--- src/rtl/sdram_init_pkg.sv ---
package sdram_init_pkg;
  typedef enum logic [2:0] {
    PH_HOLD, PH_PALL, PH_PWAIT, PH_AREF, PH_RWAIT, PH_MODE, PH_MWAIT, PH_READY
  } phase_e;

  // {cs_n, ras_n, cas_n, we_n}
  localparam logic [3:0] CMD_NOP  = 4'b0111;
  localparam logic [3:0] CMD_PALL = 4'b0010;
  localparam logic [3:0] CMD_AREF = 4'b0001;
  localparam logic [3:0] CMD_MODE = 4'b0000;
endpackage

--- src/rtl/init_wait_ctr.sv ---
module init_wait_ctr #(
  parameter int unsigned CW      = 16,
  parameter int unsigned RST_VAL = 0
) (
  input  logic          clk,
  input  logic          rst,
  input  logic          load,
  input  logic [CW-1:0] load_val,
  output logic          zero
);
  logic [CW-1:0] cnt;

  always_ff @(posedge clk) begin
    if (rst)              cnt <= CW'(RST_VAL);
    else if (load)        cnt <= load_val;
    else if (cnt != '0)   cnt <= cnt - 1'b1;
  end

  assign zero = (cnt == '0);
endmodule

--- src/rtl/init_bus_drv.sv ---
module init_bus_drv
  import sdram_init_pkg::*;
#(
  parameter int unsigned ADDR_W = 13,
  parameter int unsigned BA_W   = 2,
  parameter int unsigned DQM_W  = 8,
  parameter int unsigned AP_BIT = 10
) (
  input  logic              clk,
  input  logic              rst,
  input  phase_e            nxt,
  input  logic [ADDR_W-1:0] mode_val,
  output logic [3:0]        cmd,
  output logic [ADDR_W-1:0] addr,
  output logic [BA_W-1:0]   ba,
  output logic [DQM_W-1:0]  dqm,
  output logic              cke,
  output logic              done
);
  localparam logic [ADDR_W-1:0] AP_MASK = ADDR_W'(1) << AP_BIT;

  always_ff @(posedge clk) begin
    if (rst) begin
      cmd  <= CMD_NOP;
      addr <= '0;
      ba   <= '0;
      dqm  <= '1;
      cke  <= 1'b1;
      done <= 1'b0;
    end else begin
      cke  <= 1'b1;
      ba   <= '0;
      done <= (nxt == PH_READY);
      dqm  <= (nxt == PH_READY) ? '0 : '1;
      case (nxt)
        PH_PALL: begin cmd <= CMD_PALL; addr <= AP_MASK;  end
        PH_AREF: begin cmd <= CMD_AREF; addr <= '0;       end
        PH_MODE: begin cmd <= CMD_MODE; addr <= mode_val; end
        default: begin cmd <= CMD_NOP;  addr <= '0;       end
      endcase
    end
  end
endmodule

--- src/rtl/sdram_pwrup_seq.sv ---
module sdram_pwrup_seq
  import sdram_init_pkg::*;
#(
  parameter int unsigned WAIT_CYC = 40000,
  parameter int unsigned TRP_CYC  = 3,
  parameter int unsigned REF_CNT  = 8,
  parameter int unsigned TRFC_CYC = 10,
  parameter int unsigned TMRD_CYC = 2,
  parameter int unsigned ADDR_W   = 13,
  parameter int unsigned BA_W     = 2,
  parameter int unsigned DQM_W    = 8,
  parameter int unsigned AP_BIT   = 10
) (
  input  logic              clk,
  input  logic              rst,
  input  logic [ADDR_W-1:0] mode_val,
  output logic              cke,
  output logic              cs_n,
  output logic              ras_n,
  output logic              cas_n,
  output logic              we_n,
  output logic [BA_W-1:0]   ba,
  output logic [ADDR_W-1:0] addr,
  output logic [DQM_W-1:0]  dqm,
  output logic              init_done
);
  localparam int unsigned M1   = (WAIT_CYC > TRP_CYC) ? WAIT_CYC : TRP_CYC;
  localparam int unsigned M2   = (TRFC_CYC > TMRD_CYC) ? TRFC_CYC : TMRD_CYC;
  localparam int unsigned MAXV = (M1 > M2) ? M1 : M2;
  localparam int unsigned CW   = $clog2(MAXV + 1) + 1;
  localparam int unsigned RW   = $clog2(REF_CNT + 1) + 1;

  phase_e        state, nxt;
  logic          ld, t_zero, ref_dec;
  logic [CW-1:0] ld_val;
  logic [RW-1:0] refs_left;
  logic [3:0]    cmd;

  init_wait_ctr #(.CW(CW), .RST_VAL(WAIT_CYC - 1)) u_ctr (
    .clk(clk), .rst(rst), .load(ld), .load_val(ld_val), .zero(t_zero)
  );

  always_comb begin
    nxt     = state;
    ld      = 1'b0;
    ld_val  = '0;
    ref_dec = 1'b0;
    case (state)
      PH_HOLD:  if (t_zero) nxt = PH_PALL;
      PH_PALL:  begin nxt = PH_PWAIT; ld = 1'b1; ld_val = CW'(TRP_CYC - 2);  end
      PH_PWAIT: if (t_zero) nxt = PH_AREF;
      PH_AREF:  begin nxt = PH_RWAIT; ld = 1'b1; ld_val = CW'(TRFC_CYC - 2); ref_dec = 1'b1; end
      PH_RWAIT: if (t_zero) nxt = (refs_left == '0) ? PH_MODE : PH_AREF;
      PH_MODE:  begin nxt = PH_MWAIT; ld = 1'b1; ld_val = CW'(TMRD_CYC - 2); end
      PH_MWAIT: if (t_zero) nxt = PH_READY;
      default:  nxt = PH_READY;
    endcase
  end

  always_ff @(posedge clk) begin
    if (rst) begin
      state     <= PH_HOLD;
      refs_left <= RW'(REF_CNT);
    end else begin
      state <= nxt;
      if (ref_dec) refs_left <= refs_left - 1'b1;
    end
  end

  init_bus_drv #(.ADDR_W(ADDR_W), .BA_W(BA_W), .DQM_W(DQM_W), .AP_BIT(AP_BIT)) u_drv (
    .clk(clk), .rst(rst), .nxt(nxt), .mode_val(mode_val),
    .cmd(cmd), .addr(addr), .ba(ba), .dqm(dqm), .cke(cke), .done(init_done)
  );

  assign {cs_n, ras_n, cas_n, we_n} = cmd;

  // Checker state observed from the bus outputs
  logic [CW-1:0] nop_run;
  logic [RW-1:0] refs_seen;
  always_ff @(posedge clk) begin
    if (rst) begin
      nop_run   <= '0;
      refs_seen <= '0;
    end else begin
      if (cmd != CMD_NOP)  nop_run <= '0;
      else if (nop_run != '1) nop_run <= nop_run + 1'b1;
      if (cmd == CMD_AREF && refs_seen != '1) refs_seen <= refs_seen + 1'b1;
    end
  end

  p_masks_until_done_r2: assert property (@(posedge clk) disable iff (rst)
    !init_done |-> (cke && (&dqm)));
  p_hold_then_pall_r3: assert property (@(posedge clk) disable iff (rst)
    (cmd == CMD_PALL) |-> (nop_run == CW'(WAIT_CYC) && addr[AP_BIT] && ba == '0));
  p_first_ref_gap_r4: assert property (@(posedge clk) disable iff (rst)
    (cmd == CMD_AREF && refs_seen == '0) |-> nop_run == CW'(TRP_CYC - 1));
  p_ref_spacing_r5: assert property (@(posedge clk) disable iff (rst)
    (cmd == CMD_AREF && refs_seen != '0) |-> nop_run == CW'(TRFC_CYC - 1));
  p_min_refs_r5: assert property (@(posedge clk) disable iff (rst)
    (cmd == CMD_MODE) |-> (refs_seen >= RW'(8) && refs_seen == RW'(REF_CNT)));
  p_mode_value_r6: assert property (@(posedge clk) disable iff (rst)
    (cmd == CMD_MODE) |-> (addr == mode_val && nop_run == CW'(TRFC_CYC - 1)));
  p_done_delay_r7: assert property (@(posedge clk) disable iff (rst)
    $rose(init_done) |-> nop_run == CW'(TMRD_CYC - 1));
  p_done_sticky_r7: assert property (@(posedge clk) disable iff (rst)
    init_done |=> init_done);
  p_done_quiet_r7: assert property (@(posedge clk) disable iff (rst)
    init_done |-> (cmd == CMD_NOP));
endmodule

--- config.mk ---
export PLATFORM = sky130hd
export DESIGN_NAME = sdram_pwrup_seq
export DESIGN_NICKNAME = d
export VERILOG_FILES = /design/src/rtl/sdram_init_pkg.sv /design/src/rtl/init_wait_ctr.sv /design/src/rtl/init_bus_drv.sv /design/src/rtl/sdram_pwrup_seq.sv
export SDC_FILE = /design/constraint.sdc
export NUM_CORES = 1
export LEC_CHECK = 0
export BUFFER_PORTS_ARGS = -buffer_cell sky130_fd_sc_hd__clkbuf_2
export CAP_MARGIN = 20
export CORE_UTILIZATION = 40
export DETAILED_ROUTE_END_ITERATION = 10
export GPL_ROUTABILITY_DRIVEN = 0
export GPL_TIMING_DRIVEN = 0
export RECOVER_POWER = 25
export SLEW_MARGIN = 20
export SYNTH_ARGS = -nofsm -noshare
export SYNTH_HDL_FRONTEND = slang
export SYNTH_SLANG_ARGS = --single-unit
--- constraint.sdc ---
create_clock -name clk -period 1.9 [get_ports clk]
set_input_delay 0.57 -clock clk [delete_from_list [all_inputs] [get_ports clk]]
set_output_delay 0.57 -clock clk [all_outputs]
set_load 0.005 [all_outputs]
### After elaboration in Yosys (flattened, before gate mapping)

Index checks and enable logic that the tools add are counted.
W data, S select, Z words.

* register bits: 51
* logic and storage cells: 39
* input bits: 15
* output and inout bits: 29

* reductions and logical operators: 6
* muxes and demuxes: 14
* $add $sub $neg: 2
* equality and inequality tests: 10

Operators with widths (count)
* $mux W17: 2
* $pmux W13 S2: 1
* $pmux W3 S7: 1
* $logic_not A17 Y1: 1
* $reduce_bool A17 Y1: 1
* $sub A17 B1 Y17 const B: 1
* $eq A3 B3 Y1 const B: 5
* $mux W3: 5
* $eq A3 B2 Y1 const B: 3
* $pmux W3 S3: 1
* $mux W8: 1
* $pmux W4 S2: 1
* $eq A3 B1 Y1 const B: 2
* $logic_not A5 Y1: 1
* $sub A5 B1 Y5 const B: 1
* $logic_not A3 Y1: 1
* $reduce_or A3 Y1: 1
* $mux W1: 2
* $reduce_bool A2 Y1: 1

### Logic depth before layout (Yosys ltp)

* word-level depth: 6
* depth in mapped cells: 7
* mapped depth without buffers: 6

### By module

Synthesis repeated with hierarchy kept, for this count alone.

* cell total of the unflattened synthesis: 212
* area, all modules: 1970.6 sq um

Modules (own cells, without submodules)
* init_wait_ctr: sequential area each 340.3 sq um, area each 927.1 sq um, instances 1, cells each 110
* init_bus_drv: sequential area each 360.3 sq um, area each 630.6 sq um, instances 1, cells each 55
* sdram_pwrup_seq: sequential area each 160.2 sq um, area each 412.9 sq um, instances 1, cells each 47

### Worst setup path after synthesis

Ideal clock, no wire load.

* kind: flip-flop to flip-flop
* from: register u_ctr.cnt[0]
* to: register u_drv.addr[11]
* data required time: 1841 ps
* clock period less this slack: 1952 ps
* slack: -52 ps
* stages on the path, launching flop included: 8
* data arrival time: 1893 ps
* path through: dfxtp_1 > inv_1 > ha_1 > or4b_2 > buf_2 > nor4_2 > buf_2 > and2_1

* cells in the longest elaborated chain, start to end: 5

Ends and longest elaborated chain
* start, declared: line init_wait_ctr.sv:11 `logic [CW-1:0] cnt;`
* start signal, assigned: line init_wait_ctr.sv:14 `if (rst) cnt <= CW'(RST_VAL);`
* start signal, assigned: line init_wait_ctr.sv:15 `else if (load) cnt <= load_val;`
* start signal, assigned: line init_wait_ctr.sv:16 `else if (cnt != '0) cnt <= cnt - 1'b1;`
* $logic_not A17 Y1 *: line init_wait_ctr.sv:19 `assign zero = (cnt == '0);`
* $mux W3, on equally long branches
* $pmux W3 S7 *: line sdram_pwrup_seq.sv:48 `case (state)`
* $eq A3 B3 Y1 / $eq A3 B1 Y1 (equally long branches): line init_bus_drv.sv:35 `case (nxt)`
* $pmux W13 S2 *: line init_bus_drv.sv:35
* end signal, assigned: line init_bus_drv.sv:36 `PH_PALL: begin cmd <= CMD_PALL; addr <= AP_MASK; end`
* end signal, assigned: line init_bus_drv.sv:37 `PH_AREF: begin cmd <= CMD_AREF; addr <= '0; end`
* end signal, assigned: line init_bus_drv.sv:38 `PH_MODE: begin cmd <= CMD_MODE; addr <= mode_val; end`
* end, declared: line init_bus_drv.sv:14 `output logic [ADDR_W-1:0] addr,`

Every way passes the cells marked *; elsewhere a longest branch is shown, timed or not.
A chain may end at the register's enable or synchronous reset.

### Worst setup path after layout

* from: register u_ctr.cnt[8]
* to: register u_ctr.cnt[13]

* cells in the longest elaborated chain, start to end: 3

Ends and longest elaborated chain (line)
* $sub A17 B1 Y17: init_wait_ctr.sv:16
* $mux W17: init_wait_ctr.sv:16
* $mux W17: init_wait_ctr.sv:15

Parallel ways exist; a longest one is shown, timed or not. The select of a mux whose other input is x is not followed.

==> summary.txt <==
Non-filler cells in the finished layout -> 345
Num CTS Buffers -> 5
Fillcell total -> 452
IO buf count -> 38
Mean routed wirelength per cell -> 13.08 µm
Reg-to-reg endpoint -> u_ctr.cnt[13]
Min Tclk post-route -> 1.859 ns
Most common library cell in the layout ignoring fill and taps -> dfxtp_1
Worst-path clk slew -> 0.09 ns
FP Rows -> 25
Overall routing resource usage -> 17.12%
Worst EP arrival -> 2.09 ns
Finish-stage setup viols -> 0
Ys async rst share -> 0%
Max Root-Sink Buffers -> 2
Nets -> 296
CTS Sinks -> 43
Seq pwr share -> 57.6%
Share of total power in the clock network -> 37.8%
EDFF count, synth -> 0
Worst R2R Setup Slack -> 0.04 ns
Number of global-route vias before repair -> 1469
First-pass GRT wire length -> 6.962 mm
Critical Path Source -> u_ctr.cnt[8]
Worst-Margin Slew -> 0.6570 ns
Drc violations -> 0
Crit path kind -> reg2reg
Switching power -> 381.0 µW
Total of max-cap violations -> 0
RSZ-0062 raised after global routing -> true
H-tree depth -> 2
Diodes inserted -> 0
Max Freq -> 538.0 MHz
VDD IR max -> 0.0004353 V
Post-route design area -> 2577 µm²
Power density cells -> 612.6 nW/µm²
Worst setup EP type -> register
Slew margin rel. -> 56.20%
HPWL Detailed -> 3.052 mm
IO Count -> 44
Starting Density -> 41.99%
TritonRoute pass-1 iters -> 4
Most used DFF post-synth -> dfxtp_1
Die width -> 72.88 µm
Critical Path End -> u_ctr.cnt[13]
# placed instances -> 331
Leakage -> 1.012 nW
Fin. max-slew vios -> 0
Placed Area -> 2291 µm²
Worst-Skew Late Latency -> 0.30 ns
Combinational share of power -> 4.6%
Hold WS -> 0.4606 ns
DR vias/cell -> 5.159
Die footprint -> 5311 µm²
Crit path required time -> 2.13 ns
CTS tree -> yes
Most frequent cells in the layout -> dfxtp_1 (39), clkbuf_2 (32), buf_4 (21)
Hold Path Class -> in2reg
Syn. warnings -> 0
Switching share of total power -> 24.13%
Final Cycle Share -> 97.83%
Synthesized cell area -> 2009 µm²
Register area share after synthesis -> 42.84%
Number of synthesized register bits -> 43
Largest net degree at the start of global routing -> 16
Initial DRC Count -> 114
Total congestion overflow -> 0
Pint -> 1.198 mW
Setup ws final -> 0.04116 ns
Pre-CTS setup slack -> -0.3136 ns
Hold buffer count at CTS -> 0
Origin of the critical flop-to-flop path -> u_ctr.cnt[8]
Area occupied by registers -> 868.3 µm²
Outcome -> completed
DR vias -> 1780
Gate Count Post-Synth -> 224
Final hold viol count -> 0
Die Height -> 72.88 µm
CP startpoint kind -> register
Initial antenna violation count -> 0
Multi-input logic area -> 1104 µm²
Detail Route Antenna Nets -> 0
Share of layout cells above drive strength 1 -> 33.45%
Syn_area_per_cell -> 8.971 µm²
Reg2Reg Depth -> 4
Layout area overhead -> 28.27%
Clk_skew -> 0.008066 ns
Core area -> 4786 µm²
Routed WL -> 4.512 mm
Post-synth cell types -> 49
CP max FO -> 4
Clock tree root driver cell -> clkbuf_8
==> cell type report <==
| class | instances | area share (%) |
|---|---|---|
| well taps | 67 | 3.252 |
| clock buffers | 5 | 2.670 |
| inverters | 8 | 1.165 |
| clock inverters | 3 | 0.9709 |
| plain buffers | 22 | 5.534 |
| repair buffers | 46 | 9.903 |
| multi-input cells | 151 | 42.82 |
| flip-flops and latches | 43 | 33.69 |
==> worst max-delay path: stages (launching register included) <==
cell and delay, ns:
dfxtp_4 0.37, or4_1 0.51, or3_4 0.38, or4_4 0.42, a21oi_2 0.12
==> per-layer routing <==
metal  vias up  share of wire, %  wire, µm  track usage [%]
li1        911                 -         -                -
met1       801                50      2261            22.53
met2        62                43      1935            26.27
met3         6               5.7       257            4.558
met4         0               1.3        58            7.625
met5         -                 0         0                0
==> power groups by stage <==
stage          Combinational (mW)  Clock (mW)  Sequential [mW]
3_5_place_dp               0.0652           0            0.931
6_report                   0.0730       0.596            0.910
4_1_cts                    0.0677       0.617            0.910
3_3_place_gp               0.0648           0            0.931
5_1_grt                    0.0814       0.665            0.911
2_1_floorplan              0.0398           0            0.930
==> cells by family (layout without fill, tap and decap cells) <==
kind of cell	after synthesis	count (layout)	share of synthesized area (%)
and+or+nand+nor	93	93	27.90
AOI/OAI and AO/OA	45	45	15.82
DFF	43	43	42.84
buffers and inverters	32	84	8.406
xor gates and xnor gates	5	5	2.180
adders and majority gates	4	4	2.491
other	2	4	0.3737
==> sequential cells by signal (all words and copies together) (netlist names) <==
name,flops
u_ctr.cnt,17
u_drv.addr,13
refs_left,5
state,3
u_drv.cmd,3
u_drv.done,1
u_drv.dqm,1
==> synthesized netlist by cell type (all sizes together) (2+ instances only) <==
cell type,instances,area share [%]
dfxtp,43,43
or3,6,1.9
nor2,18,3.4
nor4,5,2.9
a21oi,13,3.2
o41ai,3,1.3
a41oi,2,0.87
o31ai,3,1.1
buf,17,5.6
clkbuf,7,1.3
o21ai,5,1.2
nand4,4,1.6
xor2,3,1.3
ha,4,2.5
nand3,6,1.5
xnor2,2,0.87
nand2,12,2.2
or4,8,3.2
nor3,12,3.0
a311o,3,1.5
a211oi,2,0.75
and4,2,1.0
nor4b,2,1.2
a31oi,2,0.62
conb,2,0.37
o211ai,2,0.75
inv,8,1.5
o311ai,3,1.3
o31a,2,0.93
and2,12,3.7
==> stage by stage <==
step                setup TNS, ns  power, mW  util (%)
floorplan                       0     0.9697         -
global placement           -5.829     0.9958     47.87
detailed placement         -5.663     0.9962     47.87
CTS                      -0.07958      1.595     51.48
global route             -0.04648      1.657     53.86
finish                          0      1.579     53.86
==> how the worst min path moves through the flow <==
stage	from	end	cells past startpoint
CTS	mode_val[1]	u_drv.addr[1]	2
detailed placement	u_ctr.cnt[13]	u_ctr.cnt[13]	2
global placement	u_ctr.cnt[13]	u_ctr.cnt[13]	2
floorplan	u_ctr.cnt[13]	u_ctr.cnt[13]	2
finish	mode_val[1]	u_drv.addr[1]	2
global route	mode_val[1]	u_drv.addr[1]	2
==> repair_timing <==
action,4_1_cts,5_1_grt
gates resized for setup,15,20
endpoints found under the setup margin,34,20
buffers inserted,1,7
pin swaps,2,6
No activity file was read; power rests on OpenSTA's default activity.
